==> src/rtl/gpio_port_pkg.sv <==
package gpio_port_pkg;

    localparam int ADDR_W = 2;

    localparam logic [ADDR_W-1:0] B0_DATA = 2'd0;
    localparam logic [ADDR_W-1:0] B0_GSEL = 2'd1;
    localparam logic [ADDR_W-1:0] B0_DM2  = 2'd3;
    localparam logic [ADDR_W-1:0] B1_DM0  = 2'd0;
    localparam logic [ADDR_W-1:0] B1_DM1  = 2'd1;

    typedef enum logic [2:0] {
        DM_PULL_DN     = 3'b000,
        DM_STRONG      = 3'b001,
        DM_HIZ_DIG     = 3'b010,
        DM_PULL_UP     = 3'b011,
        DM_OPEN_HI     = 3'b100,
        DM_STRONG_SLOW = 3'b101,
        DM_HIZ_ANA     = 3'b110,
        DM_OPEN_LO     = 3'b111
    } drive_mode_e;

    typedef struct packed {
        logic out;
        logic drv_hi;
        logic drv_lo;
        logic pull_up;
        logic pull_dn;
        logic slew_lim;
        logic in_en;
    } pad_ctl_t;

    function automatic pad_ctl_t decode_drive(input drive_mode_e m, input logic d);
        pad_ctl_t c;
        c = '0;
        case (m)
            DM_PULL_DN: begin
                c.out = d; c.drv_hi = d; c.pull_dn = ~d; c.in_en = 1'b1;
            end
            DM_STRONG: begin
                c.out = d; c.drv_hi = d; c.drv_lo = ~d; c.in_en = 1'b1;
            end
            DM_HIZ_DIG: begin
                c.in_en = 1'b1;
            end
            DM_PULL_UP: begin
                c.out = d; c.pull_up = d; c.drv_lo = ~d; c.in_en = 1'b1;
            end
            DM_OPEN_HI: begin
                c.out = d; c.drv_hi = d; c.in_en = 1'b1;
            end
            DM_STRONG_SLOW: begin
                c.out = d; c.drv_hi = d; c.drv_lo = ~d; c.slew_lim = 1'b1; c.in_en = 1'b1;
            end
            DM_OPEN_LO: begin
                c.out = d; c.drv_lo = ~d; c.in_en = 1'b1;
            end
            default: c = '0;
        endcase
        return c;
    endfunction

endpackage

==> src/rtl/gpio_cfg_regs.sv <==
module gpio_cfg_regs
    import gpio_port_pkg::*;
#(
    parameter int NPINS = 8
) (
    input  logic              clk,
    input  logic              rst,
    input  logic              wr,
    input  logic              wr_bank,
    input  logic [ADDR_W-1:0] wr_addr,
    input  logic [NPINS-1:0]  wdata,
    output logic [NPINS-1:0]  data_q,
    output logic [NPINS-1:0]  gsel_q,
    output logic [NPINS-1:0]  dm0_q,
    output logic [NPINS-1:0]  dm1_q,
    output logic [NPINS-1:0]  dm2_q
);

    always_ff @(posedge clk) begin
        if (rst) begin
            data_q <= '0;
            gsel_q <= '0;
            dm0_q  <= '0;
            dm1_q  <= '1;
            dm2_q  <= '1;
        end else if (wr) begin
            if (!wr_bank) begin
                case (wr_addr)
                    B0_DATA: data_q <= wdata;
                    B0_GSEL: gsel_q <= wdata;
                    B0_DM2:  dm2_q  <= wdata;
                    default: ;
                endcase
            end else begin
                case (wr_addr)
                    B1_DM0:  dm0_q <= wdata;
                    B1_DM1:  dm1_q <= wdata;
                    default: ;
                endcase
            end
        end
    end

    AST_RESET_ANALOG: assert property (@(posedge clk) disable iff (rst)
        $past(rst) |-> (dm2_q == '1 && dm1_q == '1 && dm0_q == '0 && data_q == '0 && gsel_q == '0));

    AST_WRITE_LANDS: assert property (@(posedge clk) disable iff (rst)
        (wr && !wr_bank && wr_addr == B0_DM2) |=> (dm2_q == $past(wdata)));

endmodule

==> src/rtl/gpio_pin_ctl.sv <==
module gpio_pin_ctl
    import gpio_port_pkg::*;
(
    input  logic     clk,
    input  logic     rst,
    input  logic     dm2,
    input  logic     dm1,
    input  logic     dm0,
    input  logic     cpu_bit,
    input  logic     glob_bit,
    input  logic     gsel,
    input  logic     pad_in,
    output pad_ctl_t ctl,
    output logic     live,
    output logic     glob_rcv
);

    drive_mode_e mode;
    logic        src;

    always_comb begin
        mode     = drive_mode_e'({dm2, dm1, dm0});
        src      = gsel ? glob_bit : cpu_bit;
        ctl      = decode_drive(mode, src);
        live     = pad_in & ctl.in_en;
        glob_rcv = gsel & live;
    end

    AST_NO_CONTENTION: assert property (@(posedge clk) disable iff (rst)
        !(ctl.drv_hi && ctl.drv_lo));

    AST_PULL_EXCL: assert property (@(posedge clk) disable iff (rst)
        !(ctl.pull_up && ctl.pull_dn));

    AST_ANALOG_QUIET: assert property (@(posedge clk) disable iff (rst)
        ({dm2, dm1, dm0} == 3'b110) |-> !(ctl.in_en || ctl.drv_hi || ctl.drv_lo || glob_rcv));

    AST_SLEW_ONLY_SLOW: assert property (@(posedge clk) disable iff (rst)
        ctl.slew_lim |-> ({dm2, dm1, dm0} == 3'b101));

endmodule

==> src/rtl/gpio_read_mux.sv <==
module gpio_read_mux
    import gpio_port_pkg::*;
#(
    parameter int NPINS = 8
) (
    input  logic              rd_bank,
    input  logic [ADDR_W-1:0] rd_addr,
    input  logic [NPINS-1:0]  live,
    input  logic [NPINS-1:0]  gsel_q,
    input  logic [NPINS-1:0]  dm0_q,
    input  logic [NPINS-1:0]  dm1_q,
    input  logic [NPINS-1:0]  dm2_q,
    output logic [NPINS-1:0]  rd_data
);

    always_comb begin
        rd_data = '0;
        if (!rd_bank) begin
            case (rd_addr)
                B0_DATA: rd_data = live;
                B0_GSEL: rd_data = gsel_q;
                B0_DM2:  rd_data = dm2_q;
                default: rd_data = '0;
            endcase
        end else begin
            case (rd_addr)
                B1_DM0:  rd_data = dm0_q;
                B1_DM1:  rd_data = dm1_q;
                default: rd_data = '0;
            endcase
        end
    end

endmodule

==> src/rtl/gpio_pad_port.sv <==
module gpio_pad_port
    import gpio_port_pkg::*;
#(
    parameter int NPINS = 8
) (
    input  logic              clk,
    input  logic              rst,
    input  logic              bus_wr,
    input  logic              bus_wr_bank,
    input  logic [ADDR_W-1:0] bus_wr_addr,
    input  logic [NPINS-1:0]  bus_wdata,
    input  logic              bus_rd_bank,
    input  logic [ADDR_W-1:0] bus_rd_addr,
    output logic [NPINS-1:0]  bus_rd_data,
    input  logic [NPINS-1:0]  pad_in,
    input  logic [NPINS-1:0]  glob_drv,
    output logic [NPINS-1:0]  glob_rcv,
    output logic [NPINS-1:0]  pad_out,
    output logic [NPINS-1:0]  pad_oe_hi,
    output logic [NPINS-1:0]  pad_oe_lo,
    output logic [NPINS-1:0]  pad_pu_en,
    output logic [NPINS-1:0]  pad_pd_en,
    output logic [NPINS-1:0]  pad_slow,
    output logic [NPINS-1:0]  pad_ien
);

    logic [NPINS-1:0] data_q, gsel_q, dm0_q, dm1_q, dm2_q;
    logic [NPINS-1:0] live;
    pad_ctl_t         ctl [NPINS];

    gpio_cfg_regs #(.NPINS(NPINS)) u_regs (
        .clk     (clk),
        .rst     (rst),
        .wr      (bus_wr),
        .wr_bank (bus_wr_bank),
        .wr_addr (bus_wr_addr),
        .wdata   (bus_wdata),
        .data_q  (data_q),
        .gsel_q  (gsel_q),
        .dm0_q   (dm0_q),
        .dm1_q   (dm1_q),
        .dm2_q   (dm2_q)
    );

    for (genvar g = 0; g < NPINS; g++) begin : g_pin
        gpio_pin_ctl u_pin (
            .clk      (clk),
            .rst      (rst),
            .dm2      (dm2_q[g]),
            .dm1      (dm1_q[g]),
            .dm0      (dm0_q[g]),
            .cpu_bit  (data_q[g]),
            .glob_bit (glob_drv[g]),
            .gsel     (gsel_q[g]),
            .pad_in   (pad_in[g]),
            .ctl      (ctl[g]),
            .live     (live[g]),
            .glob_rcv (glob_rcv[g])
        );
        assign pad_out[g]   = ctl[g].out;
        assign pad_oe_hi[g] = ctl[g].drv_hi;
        assign pad_oe_lo[g] = ctl[g].drv_lo;
        assign pad_pu_en[g] = ctl[g].pull_up;
        assign pad_pd_en[g] = ctl[g].pull_dn;
        assign pad_slow[g]  = ctl[g].slew_lim;
        assign pad_ien[g]   = ctl[g].in_en;
    end

    gpio_read_mux #(.NPINS(NPINS)) u_rdmux (
        .rd_bank (bus_rd_bank),
        .rd_addr (bus_rd_addr),
        .live    (live),
        .gsel_q  (gsel_q),
        .dm0_q   (dm0_q),
        .dm1_q   (dm1_q),
        .dm2_q   (dm2_q),
        .rd_data (bus_rd_data)
    );

    AST_READ_LIVE: assert property (@(posedge clk) disable iff (rst)
        (!bus_rd_bank && bus_rd_addr == B0_DATA) |-> ((bus_rd_data & ~pad_in) == '0));

    AST_GLOB_MASKED: assert property (@(posedge clk) disable iff (rst)
        ((glob_rcv & ~(pad_in & pad_ien)) == '0));

endmodule

==> config.mk <==
export PLATFORM = sky130hd
export DESIGN_NAME = gpio_pad_port
export DESIGN_NICKNAME = d
export VERILOG_FILES = /design/src/rtl/gpio_port_pkg.sv /design/src/rtl/gpio_cfg_regs.sv /design/src/rtl/gpio_pin_ctl.sv /design/src/rtl/gpio_read_mux.sv /design/src/rtl/gpio_pad_port.sv
export SDC_FILE = /design/constraint.sdc
export NUM_CORES = 1
export LEC_CHECK = 0
export ABC_AREA = 1
export BUFFER_PORTS_ARGS = -buffer_cell sky130_fd_sc_hd__buf_2
export CAP_MARGIN = 20
export CORE_ASPECT_RATIO = 1.2
export CORE_UTILIZATION = 50
export DETAILED_ROUTE_END_ITERATION = 10
export GPL_TIMING_DRIVEN = 0
export HOLD_SLACK_MARGIN = 0.15
export PLACE_DENSITY = 0.81
export SLEW_MARGIN = 0
export SYNTH_ARGS = -nofsm -noshare
export SYNTH_HDL_FRONTEND = slang
export SYNTH_HIERARCHICAL = 1
export SYNTH_SLANG_ARGS = --single-unit
==> constraint.sdc <==
create_clock -name clk -period 1 [get_ports clk]
set_input_delay 0.05 -clock clk [delete_from_list [all_inputs] [get_ports clk]]
set_output_delay 0.05 -clock clk [all_outputs]
set_load 0.02 [all_outputs]
==> impl_metrics.py, run 1 <==
metrics = {
    "synth": {
        "synth_seq_area_share_pct": 28.3,
        "synthAdderAreaFrac_pct": 0,
        "yosys.area.top_type": "dfxtp_1",
        "synth_most_common_cell": "nand2_1",
        "yosys_warnings": 6,
        "async_reset_ff_share_pct": 0,
        "synth_nets": 513,
        "yosys-top-cells-area": "dfxtp_1, nand3_1, nand2_1",
        "avgSynthCellArea_um2": 5.89,
        "synth-simple-area-share_pct": 55.4,
        "yosysUniqueCellTypes": 20,
        "syn_inst": 480,
        "synth_edf_count": 0,
        "ys.flop_type": "dfxtp_1",
        "yosysTopAreaCellShare_pct": 28.3,
        "synth_mux_area_share_pct": 0,
        "synth_xor_area_share_pct": 0,
        "synth_area_um2": 2830,
        "synth_compound_area_share_pct": 2.83,
        "synth_top_family_by_area": "simple AND/OR/NAND/NOR gates",
        "ys_ff_latch": 40,
        "synthTopCellsByCount": "nand2_1, nand3_1, nor2_1",
    },
    "place": {
        "port_buffers": 101,
        "dpl.hpwl_um": 6160,
        "gp_congestion": 0.899,
    },
    "floorplan": {
        "dieHeight_um": 84.4,
        "dieWidth_um": 70.7,
        "start_util_pct": 52.7,
        "rows": 29,
        "io_pins": 105,
    },
    "status": {
        "first-error": "[ERROR DPL-0038] Utilization greater than 100%, impossible to legalize",
        "haltStage": "global routing (5_1_grt)",
        "status": "aborted with a tool error",
    },
    "clocking": {
        "clockBufferDepth": 2,
        "cts_buffers": 5,
        "root_buffer": "clkbuf_8",
        "cts_sinks": 40,
        "htreeDepth": 2,
    },
    "grt": {
        "grt_max_degree": 13,
    },
    "timing": {
        "worst-ep-kind": "top-level output",
        "crit_endpoint": "bus_rd_data[2]",
    },
}
[cells by family after synthesis]
| logic type | count (synthesis) |
|---|---|
| buffers and inverters | 85 |
| and+or+nand+nor | 339 |
| AOI/OAI and AO/OA | 16 |
| DFF | 40 |
[repair_timing]
item | in CTS
endpoints found under the setup margin | 72
hold buffers | 8
gates resized for setup | 214
pin swaps | 39
cloned | 0
hold endpoints to repair | 23
setup buffers | 39
[stage by stage]
stage | instance area, µm² | worst slack (ps) | cells
after CTS | 4580 | -319 | 698
after detailed placement | 3480 | -133 | 643
after global placement | 3480 | -114 | 643
after floorplan | 2900 | 1.39 | 480
==> run 2, diff against run 1 <==
- CORE_ASPECT_RATIO: 1.2 -> not set
- CORE_UTILIZATION: 50 -> 40
- HOLD_SLACK_MARGIN: 0.15 -> not set
- PLACE_DENSITY: 0.81 -> not set
- PLACE_DENSITY_LB_ADDON: not set -> 0.15
==> run 2 against run 1 <==
Against the previous run:
- area after synthesis did not move
- the flow now finishes, with violations (negative setup slack)
- synthesized cell count did not move
==> impl_metrics.py, run 2 <==
metrics = {
    "power": {
        "p_leak_nw": 2.48,
        "p_per_area_nw_per_um2": 807,
        "power_mw": 4.09,
        "ir_drop_mv": 0.659,
    },
    "layout": {
        "layout_commonest_cell": "nand2_1",
        "layout-drive-gt1-share_pct": 57.3,
        "post-route-util_pct": 74.5,
        "layout_common_cells": "nand2_1, nand3_1, buf_6",
        "area_growth_pct": 79.0,
        "fin_cells": 736,
        "fin_nets": 673,
        "diodes": 0,
        "nFillCells": 525,
    },
    "synth": {
        "synth_edf_count": 0,
        "ys.flop_type": "dfxtp_1",
        "synth_most_common_cell": "nand2_1",
        "synth_area_um2": 2830,
        "avgSynthCellArea_um2": 5.89,
        "async_reset_ff_share_pct": 0,
        "yosys_warnings": 6,
        "yosys-top-cells-area": "dfxtp_1, nand3_1, nand2_1",
        "yosysUniqueCellTypes": 20,
        "yosysTopAreaCellShare_pct": 28.3,
        "synthTopCellsByCount": "nand2_1, nand3_1, nor2_1",
        "synth_nets": 513,
        "syn_inst": 480,
        "ys_ff_latch": 40,
        "synth_seq_area_share_pct": 28.3,
        "yosys.area.top_type": "dfxtp_1",
    },
    "clocking": {
        "root_buffer": "clkbuf_8",
        "holdBufCountCts": 0,
        "htreeDepth": 2,
        "cts_tree": "done",
        "clkSlewWorstSetupHoldPaths_ps": 80,
        "clk_latency_ps": 290,
        "cts_sinks": 40,
        "clockBufferDepth": 2,
        "cts_buffers": 5,
    },
    "grt": {
        "gr-usage-met1_pct": 34.2,
        "grtUsageTotal_pct": 26.8,
        "grt_pass1_vias": 3234,
        "grt_first_pass_wirelength_um": 15500,
        "antenna_found_initial": 0,
        "met3_usage_pct": 4.14,
        "grt_max_degree": 12,
        "met2_usage_pct": 46.2,
        "busiest_layer": "met2",
        "gr-total-overflow": 0,
    },
    "drt": {
        "route.detailed.vias_per_inst": 5.18,
        "dr_total_vias": 3810,
        "firstDrtPassIters": 5,
        "drt_iter0_drc": 365,
        "wirelength_um": 11100,
        "drc": 0,
        "drtAntennaViolNets": 0,
        "wire_per_inst_um": 15.1,
    },
    "floorplan": {
        "rows": 30,
        "dieWidth_um": 86.1,
        "die-area_um2": 7410,
        "start_util_pct": 41.6,
        "core_um2": 6790,
        "dieHeight_um": 86.1,
        "io_pins": 105,
    },
    "timing": {
        "period_needed_ps": 1370,
        "hold_ws_ps": 32.7,
        "final_hold_viol_count": 0,
        "setup_ws_ps": -367,
        "fin_crit_sh_pct": 137,
        "rsz0062_at_grt": "yes",
        "fmax_ghz": 0.732,
        "setup_viol": 66,
        "worstMarginPinSlew_ps": 594,
        "drv_slew": 0,
        "skew_ps": 0,
        "slew_headroom_pct": 60.3,
    },
    "worst_setup_path": {
        "cp.arrival_ps": 1320,
        "cp_num_cells": 9,
        "crit_family": "simple AND/OR/NAND/NOR gates",
        "critPathMaxStageDelay_ps": 360,
        "cp_slowest_cell": "dfxtp_4",
        "worst-setup-path-type": "flip-flop to output port",
        "cp_num_buf_inv": 3,
        "end_kind": "output port",
        "crit_path_frequent_cell": "nand2_1",
        "reg2regPathDepth": 4,
        "r2r_slack_ps": 110,
        "worstPathMaxFanout": 2,
        "start_kind": "flip-flop",
        "required_ps": 950,
        "crit_chain": "inv_4 -> nand3_4 -> nand2_4 -> inv_2 -> nand2_1 -> nand3_1 -> nand2_1 -> nand2_1 -> buf_6",
    },
    "place": {
        "port_buffers": 101,
        "gp_congestion": 0.857,
        "place_inst": 677,
        "dpl.hpwl_um": 6360,
        "dp_slack_ps": -108,
    },
    "min_path": {
        "holdPathStages": 3,
        "hp-class": "input port to flip-flop",
    },
    "status": {
        "status": "finished with violations",
        "violations": "negative setup slack",
    },
    "flow_run": {
        "maxCapViolations": 0,
    },
}
==> run 2: cells by family (layout without fill, tap and decap cells) <==
family / Yosys count / count (layout) / share of synthesized area, %
flops: 40 / 40 / 28.3
buf+inv: 85 / 245 / 13.5
simple gates: 339 / 339 / 55.4
compound gates: 16 / 16 / 2.83
==> run 2: final timing paths <==
path	from	end
setup reg to reg	u_regs/dm0_q[2]$_SDFFE_PP0P_	u_regs/dm0_q[2]$_SDFFE_PP0P_
setup / recovery	u_regs/dm0_q[2]$_SDFFE_PP0P_	bus_rd_data[2]
hold reg to reg	u_regs/gsel_q[7]$_SDFFE_PP0P_	u_regs/gsel_q[7]$_SDFFE_PP0P_
hold / removal	bus_wdata[0]	u_regs/dm1_q[0]$_SDFFE_PP1P_
==> run 2: tightest hold or removal path, stage by stage <==
cell and delay (ps):
buf_2 100, nand3_1 80, nand3_1 70
==> run 2: what timing repair did <==
item / in CTS / in global routing
gates resized for setup: 192 / 159
setup buffers: 34 / 21
pin swaps: 35 / 47
hold endpoints to repair: 0 / 0
setup endpoints to repair: 72 / 72
==> run 2: stage by stage <==
| step | cell area (µm²) | setup TNS (ps) |
|---|---|---|
| 3_3_place_gp | 3520 | -1250 |
| 4_1_cts | 4390 | -10520 |
| 5_1_grt | 5060 | -16510 |
| 6_report | 5060 | -13320 |
| 3_5_place_dp | 3520 | -1140 |
| 2_1_floorplan | 2900 | 0 |
==> run 2: metal layers <==
layer | part of all wire, % | wire length, µm
met1 | 39 | 4300
met2 | 50 | 5540
met3 | 8.7 | 961
met4 | 2.7 | 296
met5 | 0 | 0
==> run 2: power by group <==
| group | total, mW | internal [mW] | switching (mW) | leakage [nW] |
|---|---|---|---|---|
| registers | 1.69 | 1.61 | 0.0792 | 0.337 |
| logic | 1.37 | 0.561 | 0.809 | 2.10 |
| clock network | 1.03 | 0.475 | 0.557 | 0.0410 |
==> run 2: final cells by class <==
| class | count | area (µm²) | share of cell area (%) |
|---|---|---|---|
| clock buffer | 6 | 72.6 | 1.43 |
| timing repair buffer | 153 | 1350 | 26.7 |
| clock inverter | 1 | 5.00 | 0.0988 |
| tap | 96 | 120 | 2.37 |
| multi-input combinational | 355 | 2160 | 42.7 |
| sequential | 40 | 912 | 18.0 |
| inverter | 65 | 304 | 6.00 |
| buffer | 20 | 135 | 2.67 |
Note: power is estimated with default switching activity, not from simulation.
==> run 3, diff against run 2 <==
- CORE_UTILIZATION: 40 -> 50
- SETUP_SLACK_MARGIN: not set -> 0.15
==> run 3 against run 2 <==
Against the previous run:
- the run now fails in global routing (5_1_grt)
- area after synthesis unchanged
- synthesized cell count unchanged
==> impl_metrics.py, run 3 <==
metrics = {
    "status": {
        "status": "aborted with a tool error",
        "haltStage": "global routing (5_1_grt)",
        "first-error": "[ERROR DPL-0038] Utilization greater than 100%, impossible to legalize",
    },
    "synth": {
        "synthAdderAreaFrac_pct": 0,
        "ys.flop_type": "dfxtp_1",
        "ys_ff_latch": 40,
        "yosys.area.top_type": "dfxtp_1",
        "synth_seq_area_share_pct": 28.3,
        "synth_most_common_cell": "nand2_1",
        "avgSynthCellArea_um2": 5.89,
        "synth-simple-area-share_pct": 55.4,
        "synth_edf_count": 0,
        "synth_xor_area_share_pct": 0,
        "synth_nets": 513,
        "yosys-top-cells-area": "dfxtp_1, nand3_1, nand2_1",
        "synth_mux_area_share_pct": 0,
        "synth_area_um2": 2830,
        "synthTopCellsByCount": "nand2_1, nand3_1, nor2_1",
        "yosysUniqueCellTypes": 20,
        "yosys_warnings": 6,
        "synth_top_family_by_area": "simple AND/OR/NAND/NOR gates",
        "syn_inst": 480,
        "async_reset_ff_share_pct": 0,
        "synth_compound_area_share_pct": 2.83,
        "yosysTopAreaCellShare_pct": 28.3,
    },
    "floorplan": {
        "rows": 27,
        "dieWidth_um": 77.2,
        "io_pins": 105,
        "start_util_pct": 51.7,
        "dieHeight_um": 77.2,
    },
    "clocking": {
        "clockBufferDepth": 2,
        "cts_sinks": 40,
        "holdBufCountCts": 0,
        "cts_buffers": 5,
        "root_buffer": "clkbuf_8",
        "htreeDepth": 2,
    },
    "place": {
        "dpl.hpwl_um": 6350,
        "port_buffers": 101,
        "place_inst": 653,
        "dpl_cell_area_um2": 3670,
        "gp_congestion": 0.887,
    },
    "timing": {
        "worst-ep-kind": "top-level output",
        "crit_endpoint": "bus_rd_data[6]",
    },
    "grt": {
        "grt_max_degree": 13,
    },
}
-- run 3: logic make-up after synthesis --
logic type	count (synthesis)
and+or+nand+nor	339
DFF	40
AOI/OAI and AO/OA	16
buffers and inverters	85
-- run 3: what timing repair did --
action | in CTS
gates resized for setup | 274
hold endpoints to repair | 0
pin swaps | 34
cloned | 0
setup buffers | 45
endpoints found under the setup margin | 72
-- run 3: through the flow --
| step | setup TNS (ps) | worst slack [ps] | util (%) |
|---|---|---|---|
| after floorplan | 0 | 32.3 | - |
| after detailed placement | -1010 | -94.1 | 67.0 |
| after global placement | -891 | -83.8 | 67.0 |
| after CTS | -11180 | -313 | 91.5 |
